File: config.mk
export PLATFORM = sky130hd
export DESIGN_NAME = win_edge_counter
export DESIGN_NICKNAME = d
export VERILOG_FILES = /design/src/rtl/wfc_pkg.sv /design/src/rtl/wfc_edge_sync.sv /design/src/rtl/wfc_window_timer.sv /design/src/rtl/wfc_sat_counter.sv /design/src/rtl/win_edge_counter.sv
export SDC_FILE = /design/constraint.sdc
export NUM_CORES = 1
export LEC_CHECK = 0
export BUFFER_PORTS_ARGS = -buffer_cell sky130_fd_sc_hd__buf_2
export CORE_MARGIN = 8
export CORE_UTILIZATION = 55
export CTS_CLUSTER_DIAMETER = 80
export DETAILED_ROUTE_END_ITERATION = 6
export GPL_ROUTABILITY_DRIVEN = 0
export PLACE_DENSITY = 0.75
export SLEW_MARGIN = 25
export SYNTH_ARGS = -nofsm -noshare
export SYNTH_HDL_FRONTEND = slang
export SYNTH_SLANG_ARGS = --single-unit
File: constraint.sdc
create_clock -name clk -period 4.2 [get_ports clk]
set_input_delay 0 -clock clk [delete_from_list [all_inputs] [get_ports clk]]
set_output_delay 0 -clock clk [all_outputs]
set_load 0.02 [all_outputs]
File: src/rtl/wfc_pkg.sv
package wfc_pkg;

    typedef enum logic {
        ST_IDLE  = 1'b0,
        ST_COUNT = 1'b1
    } wfc_state_e;

    localparam logic REG_WINDOW = 1'b0;
    localparam logic REG_CTRL   = 1'b1;

    localparam int CTRL_GO   = 0;
    localparam int CTRL_CONT = 1;
    localparam int CTRL_FALL = 2;

endpackage

File: src/rtl/wfc_edge_sync.sv
module wfc_edge_sync #(
    parameter int SYNC_N = 2
) (
    input  logic clk,
    input  logic rst_n,
    input  logic pulse_in,
    input  logic fall_sel,
    output logic edge_hit
);
    logic [SYNC_N-1:0] sync_q;
    logic              last_q;

    always_ff @(posedge clk or negedge rst_n) begin
        if (!rst_n) begin
            sync_q <= '0;
            last_q <= 1'b0;
        end else begin
            sync_q <= {sync_q[SYNC_N-2:0], pulse_in};
            last_q <= sync_q[SYNC_N-1];
        end
    end

    always_comb begin
        if (fall_sel) edge_hit = last_q & ~sync_q[SYNC_N-1];
        else          edge_hit = ~last_q & sync_q[SYNC_N-1];
    end
endmodule

File: src/rtl/wfc_window_timer.sv
module wfc_window_timer #(
    parameter int WIN_W = 16
) (
    input  logic             clk,
    input  logic             rst_n,
    input  logic             run,
    input  logic             restart,
    input  logic [WIN_W-1:0] len,
    output logic             last
);
    logic [WIN_W-1:0] tick_q;
    logic [WIN_W:0]   tick_nxt;

    always_comb begin
        tick_nxt = {1'b0, tick_q} + {{WIN_W{1'b0}}, 1'b1};
        last     = run && (tick_nxt >= {1'b0, len});
    end

    always_ff @(posedge clk or negedge rst_n) begin
        if (!rst_n)       tick_q <= '0;
        else if (restart) tick_q <= '0;
        else if (run)     tick_q <= last ? '0 : tick_nxt[WIN_W-1:0];
    end
endmodule

File: src/rtl/wfc_sat_counter.sv
module wfc_sat_counter #(
    parameter int CNT_W = 16
) (
    input  logic             clk,
    input  logic             rst_n,
    input  logic             reload,
    input  logic             reload_one,
    input  logic             inc,
    output logic [CNT_W-1:0] q
);
    localparam logic [CNT_W-1:0] CNT_MAX = {CNT_W{1'b1}};
    localparam logic [CNT_W-1:0] CNT_ONE = {{(CNT_W-1){1'b0}}, 1'b1};

    always_ff @(posedge clk or negedge rst_n) begin
        if (!rst_n)                   q <= '0;
        else if (reload)              q <= reload_one ? CNT_ONE : '0;
        else if (inc && q != CNT_MAX) q <= q + CNT_ONE;
    end
endmodule

File: src/rtl/win_edge_counter.sv
module win_edge_counter #(
    parameter int WIN_W = 16,
    parameter int CNT_W = 16
) (
    input  logic             clk,
    input  logic             rst_n,
    input  logic             pulse_in,
    input  logic             wr_en,
    input  logic             wr_addr,
    input  logic [WIN_W-1:0] wr_data,
    input  logic             rd_en,
    output logic [CNT_W-1:0] rd_data,
    output logic             done,
    output logic             busy
);
    import wfc_pkg::*;

    wfc_state_e       state_q, state_d;
    logic [WIN_W-1:0] win_len_q;
    logic             cont_q, fall_q;
    logic [CNT_W-1:0] cnt_q, result_q;
    logic             done_q;

    logic ctrl_wr, start_cmd, stop_cmd;
    logic edge_hit, timer_last, win_end;
    logic cnt_inc, cnt_reload, cnt_reload_one;

    assign ctrl_wr   = wr_en && (wr_addr == REG_CTRL);
    assign start_cmd = ctrl_wr && wr_data[CTRL_GO];
    assign stop_cmd  = ctrl_wr && !wr_data[CTRL_GO];

    // host configuration
    always_ff @(posedge clk or negedge rst_n) begin
        if (!rst_n) begin
            win_len_q <= '0;
            cont_q    <= 1'b0;
            fall_q    <= 1'b0;
        end else if (wr_en) begin
            if (wr_addr == REG_WINDOW) begin
                win_len_q <= wr_data;
            end else begin
                cont_q <= wr_data[CTRL_CONT];
                fall_q <= wr_data[CTRL_FALL];
            end
        end
    end

    // state register
    always_ff @(posedge clk or negedge rst_n) begin
        if (!rst_n) state_q <= ST_IDLE;
        else        state_q <= state_d;
    end

    // transitions: GO, RESTART, HALT, RELOAD, FINISH
    always_comb begin
        state_d = state_q;
        unique case (state_q)
            ST_IDLE: begin
                if (start_cmd) state_d = ST_COUNT;
            end
            ST_COUNT: begin
                if (start_cmd)     state_d = ST_COUNT;
                else if (stop_cmd) state_d = ST_IDLE;
                else if (win_end)  state_d = cont_q ? ST_COUNT : ST_IDLE;
            end
            default: state_d = ST_IDLE;
        endcase
    end

    // outputs of the state machine
    always_comb begin
        busy           = (state_q == ST_COUNT);
        win_end        = busy && timer_last && !ctrl_wr;
        cnt_inc        = busy && edge_hit;
        cnt_reload     = start_cmd || win_end;
        cnt_reload_one = win_end && cont_q && edge_hit;
    end

    always_ff @(posedge clk or negedge rst_n) begin
        if (!rst_n) begin
            result_q <= '0;
            done_q   <= 1'b0;
        end else if (win_end) begin
            result_q <= cnt_q;
            done_q   <= 1'b1;
        end else if (rd_en) begin
            done_q   <= 1'b0;
        end
    end

    assign rd_data = result_q;
    assign done    = done_q;

    wfc_edge_sync #(.SYNC_N(2)) u_sync (
        .clk      (clk),
        .rst_n    (rst_n),
        .pulse_in (pulse_in),
        .fall_sel (fall_q),
        .edge_hit (edge_hit)
    );

    wfc_window_timer #(.WIN_W(WIN_W)) u_timer (
        .clk     (clk),
        .rst_n   (rst_n),
        .run     (busy),
        .restart (start_cmd),
        .len     (win_len_q),
        .last    (timer_last)
    );

    wfc_sat_counter #(.CNT_W(CNT_W)) u_count (
        .clk        (clk),
        .rst_n      (rst_n),
        .reload     (cnt_reload),
        .reload_one (cnt_reload_one),
        .inc        (cnt_inc),
        .q          (cnt_q)
    );
endmodule

==> results of run 1 <==
==> critical path, cell delays in order (launching register included) <==
cell and delay, ps:
dfrtp_1 420, ha_1 250, and3_4 240, and3_4 210, nand3_1 150, or2_2 370
xnor2_1 140, ha_1 320, a21o_1 190, a21o_1 170, a41oi_1 190, o211a_1 280
or2_1 290, buf_4 210, mux2_2 340
==> power breakdown <==
group	total (mW)	switching [mW]	internal, mW
Clock	0.571	0.290	0.281
Combinational	0.244	0.133	0.111
Sequential	0.789	0.0508	0.738
Total	1.60	0.474	1.13
==> path summary, 6_finish.rpt <==
kind,startpoint,endpoint,depth (start not counted)
worst max-delay path,u_timer.tick_q[0]$_DFFE_PN0P_,rd_data[1]$_DFFE_PN0P_,14
worst min-delay path,wr_en,fall_q$_DFFE_PN0P_,3
worst max register to register,u_timer.tick_q[0]$_DFFE_PN0P_,rd_data[1]$_DFFE_PN0P_,14
worst min register to register,u_sync.sync_q[0]$_DFF_PN0_,u_sync.sync_q[1]$_DFF_PN0_,0
max in group asynchronous,rst_n,rd_data[1]$_DFFE_PN0P_,3
min in group asynchronous,rst_n,busy$_DFF_PN0_,2
==> registers in the layout, summed over array words and instances, names as in the netlist <==
| register | cells |
|---|---|
| win_len_q | 16 |
| rd_data | 16 |
| cont_q | 1 |
| u_count.q | 16 |
| done | 1 |
| fall_q | 1 |
| u_sync.last_q | 1 |
| u_sync.sync_q | 2 |
| busy | 1 |
| u_timer.tick_q | 16 |
==> through the flow <==
stage	instance area [µm²]	setup WS (ps)	hold WS (ps)	instances	power [mW]
floorplan	3740	836	-296	379	0.955
global placement	3990	411	102	487	1.03
detailed placement	3990	369	108	487	1.04
CTS	4390	327	40.4	522	1.62
global route	4400	109	75.3	522	1.69
finish	4400	303	61.3	522	1.60
==> layer usage <==
layer	track usage (%)	share of wire [%]	vias to the layer above
met5	0	0	-
met4	8.62	2.1	0
met3	4.30	4.8	13
met2	28.6	48	65
met1	20.1	45	1381
li1	-	-	1423
==> synthesized netlist by cell type, types with 2 or more instances <==
cell	number	share of area, %
nor2_1	30	3.0
nor4_1	4	0.67
mux2i_1	6	1.6
a211oi_1	2	0.40
a21oi_1	8	1.1
o21ai_0	41	5.5
and3_4	2	0.60
nand2_1	33	3.3
dfrtp_1	71	48
xnor2_1	21	4.9
nand3b_1	2	0.40
and3_1	7	1.2
inv_1	24	2.4
nand4_1	8	1.3
mux2_2	11	3.3
clkbuf_1	11	1.1
nor2b_1	2	0.33
and4_1	3	0.70
ha_1	18	6.0
buf_6	2	0.60
mux2_4	6	2.4
nor3_1	17	2.3
nand3_1	18	2.4
nand2b_1	5	0.84
xor2_1	8	1.9
a21o_1	2	0.40
==> cells by family after synthesis <==
| logic type | count (synthesis) | synth area share, % |
|---|---|---|
| adder cells (fa/ha/maj) | 18 | 6.02 |
| multiplexers | 23 | 7.33 |
| flip-flops | 71 | 47.5 |
| buffers and inverters | 40 | 4.58 |
| XOR/XNOR | 29 | 6.79 |
| AO/OA/AOI/OAI | 63 | 9.94 |
| AND/OR/NAND/NOR | 135 | 17.8 |
==> layout make-up <==
cell class / instances / area (µm²) / area share (%)
Sequential cell: 71 / 1780 / 40.4
Clock inverter: 7 / 81.3 / 1.85
Inverter: 24 / 90.1 / 2.05
Clock buffer: 9 / 124 / 2.82
Timing Repair Buffer: 63 / 423 / 9.62
Multi-Input combinational cell: 268 / 1800 / 41.0
Tap cell: 80 / 100 / 2.28
==> reports/metrics.yaml, run 1 <==
outcome:
  status: "finished clean"
die:
  dieArea_um2: 9690
  die_w_um: 98.4
  rows: 30
  fp.coreArea_um2: 6680
  die_y_um: 98.4
  start_util_pct: 56.0
  ios: 40
clocking:
  post-cts-setup-buffers: 0
  clock_sinks: 71
  clk_pin_slew_worst_paths_ps: 80
  clockBufferDepth: 2
  cts.root.buffer_cell: "clkbuf_8"
  cts_resized: 0
  numCtsBuffers: 9
  htreeDepth: 3
  tritoncts: "done"
  clkLatencyLatePin_ps: 360
  cts_hold_buf: 19
logic_synthesis:
  ys.flop_type: "dfrtp_1"
  avgSynthCellArea_um2: 9.86
  yosysSeqAreaShare_pct: 47.5
  syn_area_um2: 3740
  yosysWarnings: 0
  ys_ff_latch: 71
  synth-async-reset-ratio_pct: 100
  synthDistinctLibCells: 43
  syn_inst: 379
  syn_nets: 419
  synth-edff-count: 0
worst_setup_path:
  criticalPathCategory: "reg2reg"
  cp-end-kind: "flop"
  start_kind: "flop"
  cp.required_ps: 4440
  ff2ff_setup_slack_ps: 300
  worstPathArrival_ps: 4140
  crit_fanout: 7
placed_design:
  hpwl_um: 5360
  port_buffers: 39
cells_and_area:
  syn2layout_area_growth_pct: 17.6
  drive_above_1_share_pct: 19.2
  fin_util_pct: 65.8
  nets: 477
  n_antenna_cell: 0
  mostFrequentLayoutCells: "71 x dfrtp_1, 41 x o21ai_0, 39 x buf_2"
  layout_commonest_cell: "dfrtp_1"
  fillers: 535
grt:
  grt_pass1_vias: 2939
  grt_max_degree: 40
  grt_pass1_wl_um: 13500
  grt_overflow_total: 0
  grtUsageTotal_pct: 17.2
  antenna_found_initial: 0
timing:
  finalSetupViolations: 0
  finalSetupTns_ps: 0
  final.min_clock_period_ps: 3900
  rsz0062_at_grt: "false"
  finClkSkew_ps: 9.88
  drv_slew: 0
  fin_crit_sh_pct: 92.8
  hold_violations: 0
  relSlewSlack_pct: 37.2
  max_freq_ghz: 0.257
  worst_pin_slew_ps: 942
route:
  drtPass1Iterations: 4
  final_antenna_net_count: 0
  route.detailed.drc: 0
  drt-initial-drc-count: 129
  wirelength_um: 7660
  wl_per_cell_um: 14.7
  vias_per_cell: 5.52
  vias: 2882
hold_path:
  hold_class: "in2reg"
power_and_ir_drop:
  powerDensity_nw_per_um2: 365
  vdd_drop_max_v: 0.000266
  p_leak_nw: 2.11
run:
  maxCapViolCount: 0
Power figures use the tool's default switching activity.
==> run 2, diff against run 1 <==
--- a/config.mk
+++ b/config.mk
@@ -6,7 +6,7 @@
 export NUM_CORES = 1
 export LEC_CHECK = 0
 export BUFFER_PORTS_ARGS = -buffer_cell sky130_fd_sc_hd__buf_2
-export CORE_MARGIN = 8
+export CORE_MARGIN = 4
 export CORE_UTILIZATION = 55
 export CTS_CLUSTER_DIAMETER = 80
 export DETAILED_ROUTE_END_ITERATION = 6
==> constraint.sdc (replaced) <==
create_clock -name clk -period 4.2 [get_ports clk]
set_input_delay 1.05 -clock clk [delete_from_list [all_inputs] [get_ports clk]]
set_output_delay 1.05 -clock clk [all_outputs]
set_load 0.05 [all_outputs]
==> reports/metrics.yaml, run 2 (synthesized netlist as in run 1, its figures left out) <==
outcome:
  status: "finished clean"  # unchanged
die:
  rows: 29  # was 30
  die_y_um: 90.4  # was 98.4 µm
  ios: 40  # unchanged
  start_util_pct: 57.9  # was 56.0%
  fp.coreArea_um2: 6460  # was 6680 µm²
  die_w_um: 90.4  # was 98.4 µm
  dieArea_um2: 8180  # was 9690 µm²
clocking:
  cts.root.buffer_cell: "clkbuf_8"  # unchanged
  clkLatencyLatePin_ps: 350  # was 360 ps
  cts_resized: 0  # unchanged
  tritoncts: "done"  # unchanged
  clk_pin_slew_worst_paths_ps: 90  # was 80 ps
  htreeDepth: 3  # unchanged
  post-cts-setup-buffers: 0  # unchanged
  clock_sinks: 71  # unchanged
  numCtsBuffers: 9  # unchanged
  cts_hold_buf: 0  # was 19
  clockBufferDepth: 2  # unchanged
worst_setup_path:
  max_stage_delay_ps: 430  # was 420 ps
  crit_path_cell_trace: "ha_1 > and3_4 > and3_4 > nand3_1 > or2_2 > xnor2_1 > ha_1 > a21o_1 > a21o_1 > a41oi_1 > o211a_1 > or2_1 > buf_4 > mux2_2"  # unchanged
  ff2ff_setup_slack_ps: 370  # was 300 ps
  criticalPathCategory: "reg2reg"  # unchanged
  crit_fanout: 18  # was 7
  critPathSlowestCell: "dfrtp_1"  # unchanged
  worstPathArrival_ps: 4070  # was 4140 ps
  worst-path-buf-inv: 1  # unchanged
  crit_family: "simple AND/OR/NAND/NOR gates"  # unchanged
  cp-end-kind: "flop"  # unchanged
  start_kind: "flop"  # unchanged
  cp.required_ps: 4440  # about the same
timing:
  finalSetupViolations: 0  # unchanged
  finalSetupTns_ps: 0  # unchanged
  final.min_clock_period_ps: 3830  # was 3900 ps
  finClkSkew_ps: 15.7  # was 9.88 ps
  hold_ws_ps: 356  # was 61.3 ps
  worst_pin_slew_ps: 651  # was 942 ps
  drv_slew: 0  # unchanged
  relSlewSlack_pct: 56.6  # was 37.2%
  hold_violations: 0  # unchanged
  rsz0062_at_grt: "false"  # unchanged
  fin_crit_sh_pct: 91.3  # was 92.8%
  max_freq_ghz: 0.261  # was 0.257 GHz
placed_design:
  placed_area_um2: 3990  # about the same
  hpwl_um: 5380  # was 5360 µm
  place_inst: 485  # was 487
  port_buffers: 39  # unchanged
grt:
  grtUsageTotal_pct: 19.2  # was 17.2%
  antenna_found_initial: 0  # unchanged
  grt_overflow_total: 0  # unchanged
  grt_pass1_wl_um: 12900  # was 13500 µm
  grt_pass1_vias: 2732  # was 2939
  grt_max_degree: 51  # was 40
cells_and_area:
  fillers: 526  # was 535
  drive_above_1_share_pct: 20.0  # was 19.2%
  finalInstanceArea_um2: 4200  # was 4400 µm²
  mostFrequentLayoutCells: "71 x dfrtp_1, 41 x o21ai_0, 39 x buf_2"  # unchanged
  final_cells: 501  # was 522
  n_antenna_cell: 0  # unchanged
  syn2layout_area_growth_pct: 12.2  # was 17.6%
  layout_commonest_cell: "dfrtp_1"  # unchanged
  nets: 459  # was 477
  fin_util_pct: 65.0  # was 65.8%
power_and_ir_drop:
  p_leak_nw: 2.04  # was 2.11 nW
  vdd_drop_max_v: 0.000224  # was 0.000266 V
  powerDensity_nw_per_um2: 379  # was 365 nW/µm²
route:
  wirelength_um: 7370  # was 7660 µm
  final_antenna_net_count: 0  # unchanged
  vias_per_cell: 5.52  # about the same
  drtPass1Iterations: 4  # unchanged
  drt-initial-drc-count: 147  # was 129
  vias: 2767  # was 2882
  route.detailed.drc: 0  # unchanged
  wl_per_cell_um: 14.7  # about the same
run:
  maxCapViolCount: 0  # unchanged
hold_path:
  hold_class: "reg2reg"  # was in2reg
[run 2: metal layers]
layer | part of all wire [%] | vias up | global-route usage [%]
met5 | 0 | - | 0
met4 | 1.5 | 0 | 7.78
met3 | 3.7 | 9 | 3.17
met2 | 44 | 49 | 28.6
met1 | 51 | 1328 | 27.9
li1 | - | 1381 | -
[run 2: final timing paths]
path,endpoint,depth (start not counted),startpoint
worst max-delay path,rd_data[0]$_DFFE_PN0P_,14,u_timer.tick_q[0]$_DFFE_PN0P_
worst min register to register,u_sync.sync_q[1]$_DFF_PN0_,0,u_sync.sync_q[0]$_DFF_PN0_
worst min-delay path,u_sync.sync_q[1]$_DFF_PN0_,0,u_sync.sync_q[0]$_DFF_PN0_
max in group asynchronous,u_count.q[2]$_DFFE_PN0P_,2,rst_n
min in group asynchronous,u_sync.last_q$_DFF_PN0_,1,rst_n
worst max register to register,rd_data[0]$_DFFE_PN0P_,14,u_timer.tick_q[0]$_DFFE_PN0P_
[run 2: metrics by stage]
step | setup slack (ps) | total power, mW
global route | 176 | 1.68
detailed placement | 405 | 1.06
global placement | 569 | 1.05
CTS | 362 | 1.61
floorplan | 836 | 0.978
finish | 366 | 1.59
[run 2: area by class of cell]
class                   instances  area, µm²  area share (%)
clock buffers                   9        124            2.95
multi-input cells             268       1790            42.8
well taps                      77       96.3            2.30
clock inverters                 7       73.8            1.76
repair buffers                 45        240            5.73
flip-flops and latches         71       1780            42.4
inverters                      24       90.1            2.15
[run 2: worst reg2reg max path, stage by stage, from the launching register on]
cell and delay (ps):
dfrtp_1 430, ha_1 260, and3_4 240, and3_4 210, nand3_1 140, or2_2 360, xnor2_1 140, ha_1 320
a21o_1 190, a21o_1 180, a41oi_1 180, o211a_1 310, or2_1 140, buf_4 260, mux2_2 380
[run 2: report_power, final]
| group | internal, mW | leakage (nW) | switching [mW] | total (mW) |
|---|---|---|---|---|
| clock | 0.235 | 0.101 | 0.309 | 0.544 |
| combinational | 0.101 | 0.989 | 0.165 | 0.266 |
| sequential | 0.739 | 0.946 | 0.0431 | 0.782 |
| total | 1.07 | 2.04 | 0.517 | 1.59 |
